### config.mk
export PLATFORM = sky130hd
export DESIGN_NAME = wgd_dispatcher
export DESIGN_NICKNAME = d
export VERILOG_FILES = /design/src/rtl/wgd_pkg.sv /design/src/rtl/wgd_axis_step.sv /design/src/rtl/wgd_rr_pick.sv /design/src/rtl/wgd_dispatcher.sv
export SDC_FILE = /design/constraint.sdc
export NUM_CORES = 1
export LEC_CHECK = 0
export BUFFER_PORTS_ARGS = -buffer_cell sky130_fd_sc_hd__buf_2
export CAP_MARGIN = 15
export CELL_PAD_IN_SITES_DETAIL_PLACEMENT = 1
export CELL_PAD_IN_SITES_GLOBAL_PLACEMENT = 1
export CORE_ASPECT_RATIO = 0.9
export CORE_MARGIN = 1.5
export CORE_UTILIZATION = 48
export DETAILED_ROUTE_END_ITERATION = 12
export GPL_ROUTABILITY_DRIVEN = 0
export PLACE_DENSITY_LB_ADDON = 0.15
export SETUP_SLACK_MARGIN = 0.3
export SYNTH_ARGS = -nofsm -noshare
export SYNTH_HDL_FRONTEND = slang
export SYNTH_SLANG_ARGS = --single-unit
### constraint.sdc
create_clock -name clk_i -period 8.1 [get_ports clk_i]
set_input_delay 1.62 -clock clk_i [delete_from_list [all_inputs] [get_ports clk_i]]
set_output_delay 1.62 -clock clk_i [all_outputs]
set_load 0.03 [all_outputs]
### src/rtl/wgd_pkg.sv
package wgd_pkg;
    localparam int NDIM = 3;
    typedef enum int {AX_X = 0, AX_Y = 1, AX_Z = 2} axis_e;
endpackage

### src/rtl/wgd_axis_step.sv
module wgd_axis_step #(
    parameter int DIM_W = 8
) (
    input  logic [DIM_W-1:0] idx_i,
    input  logic [DIM_W-1:0] wsz_i,
    input  logic [DIM_W-1:0] grid_i,
    input  logic             inc_i,
    output logic [DIM_W-1:0] idx_o,
    output logic             carry_o
);
    logic [DIM_W:0]     bumped;
    logic [2*DIM_W:0]   covered;

    always_comb begin
        bumped  = {1'b0, idx_i} + (DIM_W+1)'(1);
        covered = (2*DIM_W+1)'(bumped) * (2*DIM_W+1)'(wsz_i);
        idx_o   = idx_i;
        carry_o = 1'b0;
        if (inc_i) begin
            if (covered >= (2*DIM_W+1)'(grid_i)) begin
                idx_o   = '0;
                carry_o = 1'b1;
            end else begin
                idx_o = bumped[DIM_W-1:0];
            end
        end
    end
endmodule

### src/rtl/wgd_rr_pick.sv
module wgd_rr_pick #(
    parameter int NUM_CU = 4,
    parameter int PTR_W  = 2
) (
    input  logic [PTR_W-1:0]  ptr_i,
    input  logic [NUM_CU-1:0] ready_i,
    output logic [NUM_CU-1:0] sel_o,
    output logic              rdy_o,
    output logic [PTR_W-1:0]  ptr_nx_o
);
    always_comb begin
        sel_o = '0;
        for (int k = 0; k < NUM_CU; k++) begin
            if (ptr_i == PTR_W'(k)) sel_o[k] = 1'b1;
        end
        rdy_o    = |(sel_o & ready_i);
        ptr_nx_o = (ptr_i == PTR_W'(NUM_CU-1)) ? '0 : ptr_i + PTR_W'(1);
    end
endmodule

### src/rtl/wgd_dispatcher.sv
module wgd_dispatcher
    import wgd_pkg::*;
#(
    parameter  int NUM_CU = 4,
    parameter  int DIM_W  = 8,
    localparam int FLAT_W = 3*DIM_W
) (
    input  logic              clk_i,
    input  logic              rst_i,
    input  logic              start_i,
    input  logic [DIM_W-1:0]  grid_x_i,
    input  logic [DIM_W-1:0]  grid_y_i,
    input  logic [DIM_W-1:0]  grid_z_i,
    input  logic [DIM_W-1:0]  wgsz_x_i,
    input  logic [DIM_W-1:0]  wgsz_y_i,
    input  logic [DIM_W-1:0]  wgsz_z_i,
    input  logic [NUM_CU-1:0] ready_i,
    output logic [NUM_CU-1:0] disp_o,
    output logic [DIM_W-1:0]  wg_x_o,
    output logic [DIM_W-1:0]  wg_y_o,
    output logic [DIM_W-1:0]  wg_z_o,
    output logic [FLAT_W-1:0] wg_flat_o,
    output logic              pass_end_o,
    output logic              pass_hit_o,
    output logic              done_o
);
    localparam int PTR_W = (NUM_CU > 1) ? $clog2(NUM_CU) : 1;

    typedef logic [NDIM-1:0][DIM_W-1:0] vec3_t;

    typedef struct packed {
        logic [PTR_W-1:0]  ptr;
        logic [PTR_W-1:0]  cnt;
        logic              hit;
        logic              rem;
        vec3_t             grid;
        vec3_t             wsz;
        vec3_t             idx;
        logic [FLAT_W-1:0] flat;
        logic [NUM_CU-1:0] disp;
        vec3_t             oidx;
        logic [FLAT_W-1:0] oflat;
        logic              pend;
        logic              phit;
    } state_t;

    state_t s_d, s_q;

    logic [NUM_CU-1:0] sel;
    logic              sel_rdy;
    logic [PTR_W-1:0]  ptr_nx;
    logic              grant;
    logic [NDIM:0]     carry;
    vec3_t             idx_nx;

    wgd_rr_pick #(.NUM_CU(NUM_CU), .PTR_W(PTR_W)) u_pick (
        .ptr_i    (s_q.ptr),
        .ready_i  (ready_i),
        .sel_o    (sel),
        .rdy_o    (sel_rdy),
        .ptr_nx_o (ptr_nx)
    );

    assign grant    = s_q.rem & ~start_i & sel_rdy;
    assign carry[0] = grant;

    for (genvar d = 0; d < NDIM; d++) begin : g_axis
        wgd_axis_step #(.DIM_W(DIM_W)) u_step (
            .idx_i   (s_q.idx[d]),
            .wsz_i   (s_q.wsz[d]),
            .grid_i  (s_q.grid[d]),
            .inc_i   (carry[d]),
            .idx_o   (idx_nx[d]),
            .carry_o (carry[d+1])
        );
    end

    always_comb begin
        logic fin;
        logic last;
        s_d      = s_q;
        s_d.disp = '0;
        s_d.pend = 1'b0;
        s_d.phit = 1'b0;
        fin      = carry[NDIM];
        last     = (s_q.cnt == PTR_W'(NUM_CU-1)) | fin;
        if (start_i) begin
            s_d.grid[AX_X] = grid_x_i;
            s_d.grid[AX_Y] = grid_y_i;
            s_d.grid[AX_Z] = grid_z_i;
            s_d.wsz[AX_X]  = wgsz_x_i;
            s_d.wsz[AX_Y]  = wgsz_y_i;
            s_d.wsz[AX_Z]  = wgsz_z_i;
            s_d.idx        = '0;
            s_d.flat       = '0;
            s_d.rem        = 1'b1;
            s_d.cnt        = '0;
            s_d.hit        = 1'b0;
        end else if (s_q.rem) begin
            s_d.ptr = ptr_nx;
            if (grant) begin
                s_d.disp  = sel;
                s_d.oidx  = s_q.idx;
                s_d.oflat = s_q.flat;
                s_d.idx   = idx_nx;
                s_d.flat  = s_q.flat + FLAT_W'(1);
            end
            s_d.pend = last;
            s_d.phit = last & (s_q.hit | grant);
            s_d.hit  = last ? 1'b0 : (s_q.hit | grant);
            s_d.cnt  = last ? '0 : s_q.cnt + PTR_W'(1);
            s_d.rem  = ~fin;
        end
    end

    always_ff @(posedge clk_i) begin
        if (rst_i) s_q <= '0;
        else       s_q <= s_d;
    end

    assign disp_o     = s_q.disp;
    assign wg_x_o     = s_q.oidx[AX_X];
    assign wg_y_o     = s_q.oidx[AX_Y];
    assign wg_z_o     = s_q.oidx[AX_Z];
    assign wg_flat_o  = s_q.oflat;
    assign pass_end_o = s_q.pend;
    assign pass_hit_o = s_q.phit;
    assign done_o     = ~s_q.rem;

    // strobe is one-hot or idle
    a_r3_onehot: assert property (@(posedge clk_i) disable iff (rst_i)
        $onehot0(disp_o));

    // a granted unit was ready at the examining edge
    a_r3_ready_grant: assert property (@(posedge clk_i) disable iff (rst_i)
        (disp_o != '0) |-> (($past(ready_i) & disp_o) == disp_o));

    // the pointer steps on every examined unit
    a_r2_ptr_step: assert property (@(posedge clk_i) disable iff (rst_i)
        (s_q.rem && !start_i) |=>
        (s_q.ptr == (($past(s_q.ptr) == PTR_W'(NUM_CU-1)) ? '0 : $past(s_q.ptr) + PTR_W'(1))));

    // nothing is granted once the grid is finished
    a_r5_idle_when_done: assert property (@(posedge clk_i) disable iff (rst_i)
        (done_o && !start_i) |=> (disp_o == '0));

    // flat counter advances by one per grant
    a_r4_flat_step: assert property (@(posedge clk_i) disable iff (rst_i)
        (disp_o != '0) |-> (s_q.flat == $past(s_q.flat) + FLAT_W'(1)));

    // pass-hit only accompanies a pass-end pulse
    a_r6_hit_with_end: assert property (@(posedge clk_i) disable iff (rst_i)
        !pass_end_o |-> !pass_hit_o);
endmodule

==> results.ini, run 1 <==
[timing]
setup_viol=0
period_minus_slack_ns=7.35
finalClockSkew_ns=0.0189
clock.fmax_ghz=0.136
max_slew.worst_pin.slew_ns=1.07
hold_viol=0
setup_tns_ns=0
fin_crit_sh_pct=90.7
slew_viol_final=0
hold_ws_ns=0.451
rsz0062_at_grt=no
layout_setup_ws_ns=0.751
slew_headroom_pct=28.8

[grt]
grt.total_usage_pct=24.9
first_global_vias=12000
busiest_layer=met2
grt_max_degree=81
use_met3_pct=3.53
grt_util_met1_pct=35.9
antenna_found_initial=3
grt_pass1_wl_mm=62.3
grt_overflow=0
grtUsageMet2_pct=39.4

[route]
final_antenna_net_count=0
post_drt_wl_per_cell_microns=17.3
vias=11400
drt_wl_total_mm=37.0
viasPerCell=5.37
drt_iter0_drc=553
dr.pass1.iters=5
drc=0

[clock_tree]
root_buffer=clkbuf_16
hold_buffers=0
clk_latency_ns=0.43
htreeDepth=4
cts_tree=done
cts_sinks=156
clkTransAtPathRegs_ns=0.07
clockBufferDepth=2
cts-buffers-inserted=17

[place]
pre_cts_ws_ns=0.758
port_buffers=109
hpwl_mm=27.5

[floorplan]
initial_utilization_pct=48.7
rows=60
die-area_sq_um=31300
core_area_sq_um=29800
fp.dieH_microns=168
num_io_pins=110
die_width_microns=186

[cells_and_area]
final_cell_mix=inv_1, nand2_1, dfxtp_1, ha_1, fa_1
area_growth_pct=7.38
layout-drive-gt1-share_pct=10.3
final_nets=2037
num-fill-cells=3579
layout_commonest_cell=inv_1

[run]
maxCapViolCount=0

[logic_synthesis]
yosysSeqAreaShare_pct=21.5
syn-num-nets=2017
syn_inst=1692
ys_ff_latch=156
synth_cell_types=71
syn_area_per_cell_sq_um=8.58
synthFlopType=dfxtp_1
syn_area_sq_um=14500
yosysWarnings=0
synth_edf_count=0
async_reset_ff_share_pct=0

[pwr]
peakVddDrop_mv=0.149
intPower_mw=1.29
p_clk_share_pct=44.3
power.net_switching_mw=0.565
power_density_nw_per_um2=119
power_frac_comb_pct=11.9
switching_share_pct=30.5
cellLeakagePower_nw=7.35
pwr-share-seq_pct=43.8

[critical_path]
crit_required_ns=8.42
cp_slowest_stage_delay_ns=0.66
worstSetupEndpointType=flop
crit_path_cell_trace=ha_1, and3_1, xnor2_1, nand2b_1, fa_1, fa_1, inv_1, fa_1, inv_1, fa_1, inv_1, ha_1, xnor2_1, ha_1, nand2_1, nor3_1, a211oi_1, o211ai_1, or4_1, or4_4, nand2_1, nor3_1, a32o_1
critPathMaxFanout=14
cp.arrival_ns=7.67
criticalPathCategory=reg -> reg
start_kind=flop
cp_slowest_cell=or4_4
critPathMostFrequentCell=fa_1

[outcome]
status=completed

[worst_hold_path]
min_path_type=reg -> reg

## sequential cells by signal, indices dropped and copies added, names as in the netlist
signal / count
disp_o: 4
pass_end_o: 1
pass_hit_o: 1
s_q: 102
wg_flat_o: 24
wg_x_o: 8
wg_y_o: 8
wg_z_o: 8
## timing repair
| item | 4_1_cts | 5_1_grt |
|---|---|---|
| resized for setup | 0 | 1 |
| endpoints found under the setup margin | 0 | 4 |
| hold endpoints to repair | 0 | 0 |
| setup buffers | 0 | 0 |
## Yosys cell counts (33+ instances only)
library cell | instances | area [sq um]
inv_1 | 188 | 706
nand2_1 | 162 | 608
dfxtp_1 | 156 | 3120
ha_1 | 144 | 1800
fa_1 | 126 | 2520
nor2_1 | 120 | 450
nor2b_1 | 99 | 619
a21oi_1 | 98 | 490
and2_1 | 80 | 500
buf_4 | 54 | 405
mux2i_1 | 53 | 531
clkbuf_1 | 48 | 180
nand2b_1 | 34 | 213
xnor2_1 | 33 | 289
## power groups by stage
stage / Clock, mW / Sequential (mW) / Combinational (mW)
final: 0.820 / 0.812 / 0.220
after global routing: 0.867 / 0.815 / 0.247
after CTS: 0.840 / 0.812 / 0.221
after detailed placement: 0 / 0.829 / 0.218
after global placement: 0 / 0.828 / 0.211
after floorplan: 0 / 0.812 / 0.169
## critical path, delay by kind of cell, from the launching register on
| kind | cells | cell delay, ns |
|---|---|---|
| adders and majority gates | 7 | 2.95 |
| and+or+nand+nor | 8 | 2.12 |
| xor gates and xnor gates | 2 | 0.82 |
| AOI/OAI and AO/OA | 3 | 0.71 |
| DFF | 1 | 0.45 |
| buffers and inverters | 3 | 0.16 |
## cell families after synthesis
| group | count (synthesis) | synth area share (%) |
|---|---|---|
| AO/OA/AOI/OAI | 228 | 10.1 |
| AND/OR/NAND/NOR | 615 | 21.7 |
| buffers and inverters | 309 | 9.55 |
| multiplexers | 54 | 3.73 |
| adder cells (fa/ha/maj) | 270 | 29.8 |
| flip-flops | 156 | 21.5 |
| XOR/XNOR | 60 | 3.62 |
## layout make-up
class,instances,area (sq um),area share [%]
Timing Repair Buffer,121,641,4.11
Multi-Input combinational cell,1227,10000,64.3
Clock inverter,14,148,0.947
Antenna cell,2,5.00,0.0321
Sequential cell,156,3120,20.0
Inverter,189,709,4.55
Clock buffer,18,439,2.82
Tap cell,403,504,3.24
## metrics by stage
step / utilization [%] / power (mW) / cell area [sq um] / instances
2_1_floorplan: - / 0.981 / 14500 / 1692
3_3_place_gp: 50.3 / 1.04 / 15000 / 2096
3_5_place_dp: 50.3 / 1.05 / 15000 / 2096
4_1_cts: 52.2 / 1.87 / 15600 / 2128
5_1_grt: 52.3 / 1.93 / 15600 / 2128
6_report: 52.3 / 1.85 / 15600 / 2130
## path summary, 6_finish.rpt
kind	start	end	slack, ns	depth (start not counted)
min	wg_y_o[7]	wg_y_o[7]	0.45	2
max reg2reg	s_q[86]	s_q[99]	0.75	23
min reg2reg	wg_y_o[7]	wg_y_o[7]	0.45	2
max	s_q[86]	s_q[99]	0.75	23
## layer usage
| layer | wire, microns | share of wire [%] |
|---|---|---|
| met5 | 12 | 0.032 |
| met4 | 492 | 1.3 |
| met3 | 1390 | 3.8 |
| met2 | 16800 | 45 |
| met1 | 18300 | 49 |
Power figures use the tool's default switching activity.
==> run 2, diff against run 1 <==
Settings changed: GPL_TIMING_DRIVEN set to 0.
==> results.ini, run 2 (synthesis gave the netlist of run 1 again) <==
[route]
final_antenna_net_count=0  ; unchanged
drc=0  ; unchanged
drt_iter0_drc=595  ; was 553
vias=12100  ; was 11.4k
post_drt_wl_per_cell_microns=18.0  ; was 17.3 microns
viasPerCell=5.39  ; was 5.37
drt_wl_total_mm=40.2  ; was 37.0 mm
dr.pass1.iters=5  ; unchanged

[cells_and_area]
regMostFlops=s_q  ; unchanged
area_growth_pct=11.4  ; was 7.38%
final_nets=2143  ; was 2037
final_util_pct=54.3  ; was 52.3%
post-route-cell-area_sq_um=16200  ; was 15600 sq um
final_cell_mix=inv_1, nand2_1, dfxtp_1, ha_1, fa_1  ; unchanged
layout-drive-gt1-share_pct=11.9  ; was 10.3%
layout_commonest_cell=inv_1  ; unchanged
num-fill-cells=3650  ; was 3579
largest_reg_flops=102  ; unchanged

[pwr]
cellLeakagePower_nw=7.68  ; was 7.35 nW
peakVddDrop_mv=0.148  ; was 0.149 mV
power.net_switching_mw=0.591  ; was 0.565 mW
p_clk_share_pct=44.7  ; was 44.3%
power_frac_comb_pct=13.2  ; was 11.9%
switching_share_pct=30.9  ; was 30.5%
intPower_mw=1.32  ; was 1.29 mW
pwr-share-seq_pct=42.1  ; was 43.8%
power_density_nw_per_um2=118  ; was 119 nW/um^2

[timing]
layout_setup_ws_ns=0.637  ; was 0.751 ns
finalClockSkew_ns=0.0131  ; was 0.0189 ns
slew_headroom_pct=29.8  ; was 28.8%
setup_viol=0  ; unchanged
hold_viol=0  ; unchanged
slew_viol_final=0  ; unchanged
rsz0062_at_grt=no  ; unchanged
setup_tns_ns=0  ; unchanged
max_slew.worst_pin.slew_ns=1.05  ; was 1.07 ns
clock.fmax_ghz=0.134  ; was 0.136 GHz
hold_ws_ns=0.457  ; was 0.451 ns
fin_crit_sh_pct=92.1  ; was 90.7%
period_minus_slack_ns=7.46  ; was 7.35 ns

[place]
dpl_cell_area_sq_um=15600  ; was 15000 sq um
pre_cts_ws_ns=0.796  ; was 0.758 ns
hpwl_mm=31.3  ; was 27.5 mm
port_buffers=107  ; was 109

[grt]
grt_overflow=0  ; unchanged
antenna_found_initial=3  ; unchanged
grt_max_degree=19  ; was 81
grt_pass1_wl_mm=66.3  ; was 62.3 mm
grt.total_usage_pct=27.0  ; was 24.9%
first_global_vias=12800  ; was 12.0k

[clock_tree]
htreeDepth=4  ; unchanged
cts_sinks=156  ; unchanged
root_buffer=clkbuf_16  ; unchanged
cts_tree=done  ; unchanged
hold_buffers=0  ; unchanged
clockBufferDepth=2  ; unchanged
cts-buffers-inserted=17  ; unchanged
cts_resized=0  ; unchanged
cts_setup_buffers=0  ; unchanged
clkTransAtPathRegs_ns=0.08  ; was 0.07 ns
clk_latency_ns=0.44  ; was 0.43 ns

[floorplan]
initial_utilization_pct=48.7  ; unchanged
rows=60  ; unchanged
die-area_sq_um=31300  ; unchanged
core_area_sq_um=29800  ; unchanged
num_io_pins=110  ; unchanged
die_width_microns=186  ; unchanged
fp.dieH_microns=168  ; unchanged

[critical_path]
critPathMaxFanout=10  ; was 14
criticalPathCategory=reg -> reg  ; unchanged
worstSetupEndpointType=flop  ; unchanged
start_kind=flop  ; unchanged
crit_required_ns=8.46  ; was 8.42 ns
cp.arrival_ns=7.82  ; was 7.67 ns

[worst_hold_path]
min_path_type=reg -> reg  ; unchanged

[outcome]
status=completed  ; unchanged

[run]
maxCapViolCount=0  ; unchanged

[run 2: worst max-delay path: stages (launching register included)]
cell and delay (ns):
dfxtp_1 0.42, ha_1 0.27, nand3_1 0.16, xor2_1 0.67, nand2b_1 0.24, fa_1 0.46, fa_1 0.49, inv_1 0.06
fa_1 0.52, inv_1 0.06, fa_1 0.57, inv_1 0.05, ha_1 0.36, a21o_1 0.20, a221oi_1 0.65, or2_2 0.25
a31o_2 0.16, xnor2_1 0.06, a2111oi_0 0.66, and3_1 0.27, buf_4 0.18, buf_6 0.16, buf_6 0.15, nand3_1 0.10
a21oi_1 0.20
[run 2: cell type report]
type                    instances  area, sq um  area share (%)
diodes                          2         5.00          0.0310
plain buffers                 120          677            4.19
clock buffers                  17          425            2.63
clock inverters                15          188            1.16
inverters                     189          709            4.39
multi-input cells            1227        10000            61.9
flip-flops and latches        156         3120            19.3
well taps                     403          504            3.12
repair buffers                107          536            3.31
[run 2: worst paths after layout]
check                startpoint             to  slack [ns]  depth (start not counted)
setup / recovery        s_q[79]        s_q[79]        0.64                         24
hold / removal    wg_flat_o[14]  wg_flat_o[14]        0.46                          2
setup reg to reg        s_q[79]        s_q[79]        0.64                         24
hold reg to reg   wg_flat_o[14]  wg_flat_o[14]        0.46                          2
[run 2: power by group through the flow]
stage | Clock (mW) | Sequential (mW) | Combinational (mW)
floorplan | 0 | 0.812 | 0.169
global placement | 0 | 0.822 | 0.241
detailed placement | 0 | 0.823 | 0.251
CTS | 0.865 | 0.806 | 0.254
global route | 0.897 | 0.808 | 0.278
finish | 0.856 | 0.806 | 0.254
[run 2: stage by stage]
| step | std cells | total power, mW |
|---|---|---|
| after detailed placement | 2202 | 1.07 |
| after global placement | 2202 | 1.06 |
| after global routing | 2235 | 1.98 |
| after CTS | 2234 | 1.93 |
| after floorplan | 1692 | 0.981 |
| final | 2236 | 1.92 |
[run 2: layer usage]
| metal | track usage, % | vias up | part of all wire, % | wire (microns) |
|---|---|---|---|---|
| li1 | - | 5743 | - | - |
| met1 | 37.6 | 6023 | 48 | 19200 |
| met2 | 43.7 | 237 | 47 | 18700 |
| met3 | 3.57 | 47 | 3.9 | 1560 |
| met4 | 7.29 | 2 | 1.8 | 724 |
| met5 | 0 | - | 0.030 | 12 |
==> run 3, diff against run 2 <==
Settings changed: CORE_MARGIN 1.5 to not set, CORE_UTILIZATION 48 to 35.
==> results.ini, run 3 (synthesis gave the netlist of run 1 again) <==
[critical_path]
crit_buf_inv=4  ; was 6
crit_path_cell_trace=ha_1, and3_1, xnor2_1, nand2b_1, fa_1, fa_1, inv_1, fa_1, inv_1, fa_1, inv_1, ha_1, xnor2_1, ha_1, nand2_1, nor3_1, a211oi_1, o211ai_1, or4_1, or4_4, buf_6, a31oi_1, nor3_1  ; was ha_1, nand3_1, xor2_1, nand2b_1, fa_1, fa_1, inv_1, fa_1, inv_1, fa_1, inv_1, ha_1, a21o_1, a221oi_1, or2_2, a31o_2, xnor2_1, a2111oi_0, and3_1, buf_4, buf_6, buf_6, nand3_1, a21oi_1
critPathMaxFanout=10  ; unchanged
criticalPathCategory=reg -> reg  ; unchanged
critPathMostFrequentCell=fa_1  ; unchanged
cp_slowest_cell=xnor2_1  ; was xor2_1
start_kind=flop  ; unchanged
cp.arrival_ns=7.65  ; was 7.82 ns
reg2reg_slack_ns=0.74  ; was 0.64 ns
r2r_end=pass_end_o  ; was s_q[79]
r2r_start=s_q[87]  ; was s_q[79]
crit_required_ns=8.39  ; was 8.46 ns
cp_slowest_stage_delay_ns=0.78  ; was 0.67 ns
ff2ff_path_depth=23  ; was 24
worstSetupEndpointType=flop  ; unchanged
crit_start=s_q[87]  ; was s_q[79]
crit_family=adder cells  ; unchanged

[timing]
setup_viol=0  ; unchanged
slew_viol_final=0  ; unchanged
finalClockSkew_ns=0.0116  ; was 0.0131 ns
rsz0062_at_grt=no  ; unchanged
slew_headroom_pct=26.9  ; was 29.8%
fin_crit_sh_pct=90.9  ; was 92.1%
max_slew.worst_pin.slew_ns=1.10  ; was 1.05 ns
clock.fmax_ghz=0.136  ; was 0.134 GHz
hold_viol=0  ; unchanged
setup_tns_ns=0  ; unchanged
period_minus_slack_ns=7.36  ; was 7.46 ns

[worst_hold_path]
hold_start=wg_flat_o[6]  ; was wg_flat_o[14]
min_path_type=reg -> reg  ; unchanged
whs_endpoint=wg_flat_o[6]  ; was wg_flat_o[14]
whs_path_depth=2  ; unchanged

[floorplan]
rows=70  ; was 60
num_io_pins=110  ; unchanged
die_width_microns=217  ; was 186 microns
core_area_sq_um=40700  ; was 29800 sq um
die-area_sq_um=42300  ; was 31300 sq um
fp.dieH_microns=195  ; was 168 microns
initial_utilization_pct=35.6  ; was 48.7%

[pwr]
power_frac_comb_pct=13.3  ; was 13.2%
cellLeakagePower_nw=7.68  ; about the same
p_clk_share_pct=43.6  ; was 44.7%
peakVddDrop_mv=0.125  ; was 0.148 mV
intPower_mw=1.32  ; about the same
pwr-share-seq_pct=43.0  ; was 42.1%
power_density_nw_per_um2=115  ; was 118 nW/um^2
switching_share_pct=29.3  ; was 30.9%
power.net_switching_mw=0.548  ; was 0.591 mW

[outcome]
status=completed  ; unchanged

[route]
final_antenna_net_count=0  ; unchanged
drc=0  ; unchanged
viasPerCell=4.88  ; was 5.39
post_drt_wl_per_cell_microns=16.2  ; was 18.0 microns
vias=11600  ; was 12.1k
dr.pass1.iters=4  ; was 5
drt_wl_total_mm=38.5  ; was 40.2 mm
drt_iter0_drc=421  ; was 595

[place]
hpwl_mm=31.4  ; was 31.3 mm
dpl_cell_area_sq_um=15700  ; was 15600 sq um
port_buffers=107  ; unchanged

[grt]
antenna_found_initial=6  ; was 3
grt_pass1_wl_mm=65.3  ; was 66.3 mm
grt.total_usage_pct=19.4  ; was 27.0%
grt_max_degree=17  ; was 19
first_global_vias=12400  ; was 12.8k
grt_overflow=0  ; unchanged

[clock_tree]
clkTransAtPathRegs_ns=0.07  ; was 0.08 ns
root_buffer=clkbuf_16  ; unchanged
hold_buffers=0  ; unchanged
cts_tree=done  ; unchanged
cts-buffers-inserted=17  ; unchanged
clockBufferDepth=2  ; unchanged
cts_setup_buffers=0  ; unchanged
cts_resized=0  ; unchanged
cts_sinks=156  ; unchanged
clk_latency_ns=0.45  ; was 0.44 ns
htreeDepth=4  ; unchanged

[cells_and_area]
final_util_pct=40.1  ; was 54.3%
final_cell_mix=inv_1, nand2_1, dfxtp_1, ha_1, fa_1  ; unchanged
regMostFlops=s_q  ; unchanged
num-fill-cells=4890  ; was 3650
final_nets=2143  ; unchanged
largest_reg_flops=102  ; unchanged
layout-drive-gt1-share_pct=11.9  ; unchanged
post-route-cell-area_sq_um=16300  ; was 16200 sq um
area_growth_pct=12.4  ; was 11.4%
layout_commonest_cell=inv_1  ; unchanged

[run]
maxCapViolCount=0  ; unchanged

==> run 3: changes by cell type in the layout (fill, tap and decap cells not counted) <==
cell / previous run / this run
clkinv_4: 0 / 4
clkinv_8: 4 / 0
clkinvlp_4: 2 / 0
clkbuf_8: 0 / 1
clkinv_2: 0 / 1
==> run 3: layout make-up <==
cell class,instances,area [sq um],area share [%]
tap,540,676,4.14
clock buffer,18,439,2.69
buffer,120,677,4.15
inverter,189,709,4.35
timing repair buffer,107,536,3.28
clock inverter,14,148,0.905
antenna,2,5.00,0.0307
multi-input combinational,1227,10000,61.3
sequential,156,3120,19.1
==> run 3: routing by layer <==
layer	share of wire [%]	up-vias	GRT usage, %
met1	50	5635	26.8
met5	0.12	-	0
met2	46	155	31.6
met3	3.3	38	3.05
li1	-	5736	-
met4	1.2	6	4.28
==> run 3: worst max-delay path by stage <==
stage	to	slack, ns	cells past startpoint
3_5_place_dp	pass_end_o	0.72	23
5_1_grt	s_q[80]	0.35	25
3_3_place_gp	pass_end_o	0.82	23
4_1_cts	pass_end_o	0.68	23
2_1_floorplan	s_q[96]	1.88	24
6_report	pass_end_o	0.74	23
==> run 3: tightest hold or removal path: stages, from the launching register on <==
cell and delay, ns:
dfxtp_1 0.31, nand2_1 0.05, a21oi_1 0.05
==> run 3: power by group through the flow <==
stage	registers (mW)	clock network, mW	logic [mW]
floorplan	0.812	0	0.169
global placement	0.822	0	0.247
detailed placement	0.822	0	0.251
CTS	0.805	0.844	0.253
global route	0.807	0.873	0.282
finish	0.805	0.817	0.250
==> run 3: through the flow <==
stage                     hold WS [ns]  setup WS [ns]  total power, mW  std cells
after floorplan                  0.437           1.88            0.981       1692
after global placement           0.447          0.816             1.07       2339
after detailed placement         0.450          0.720             1.07       2339
after CTS                        0.460          0.678             1.90       2371
after global routing             0.482          0.353             1.96       2372
final                            0.457          0.740             1.87       2373
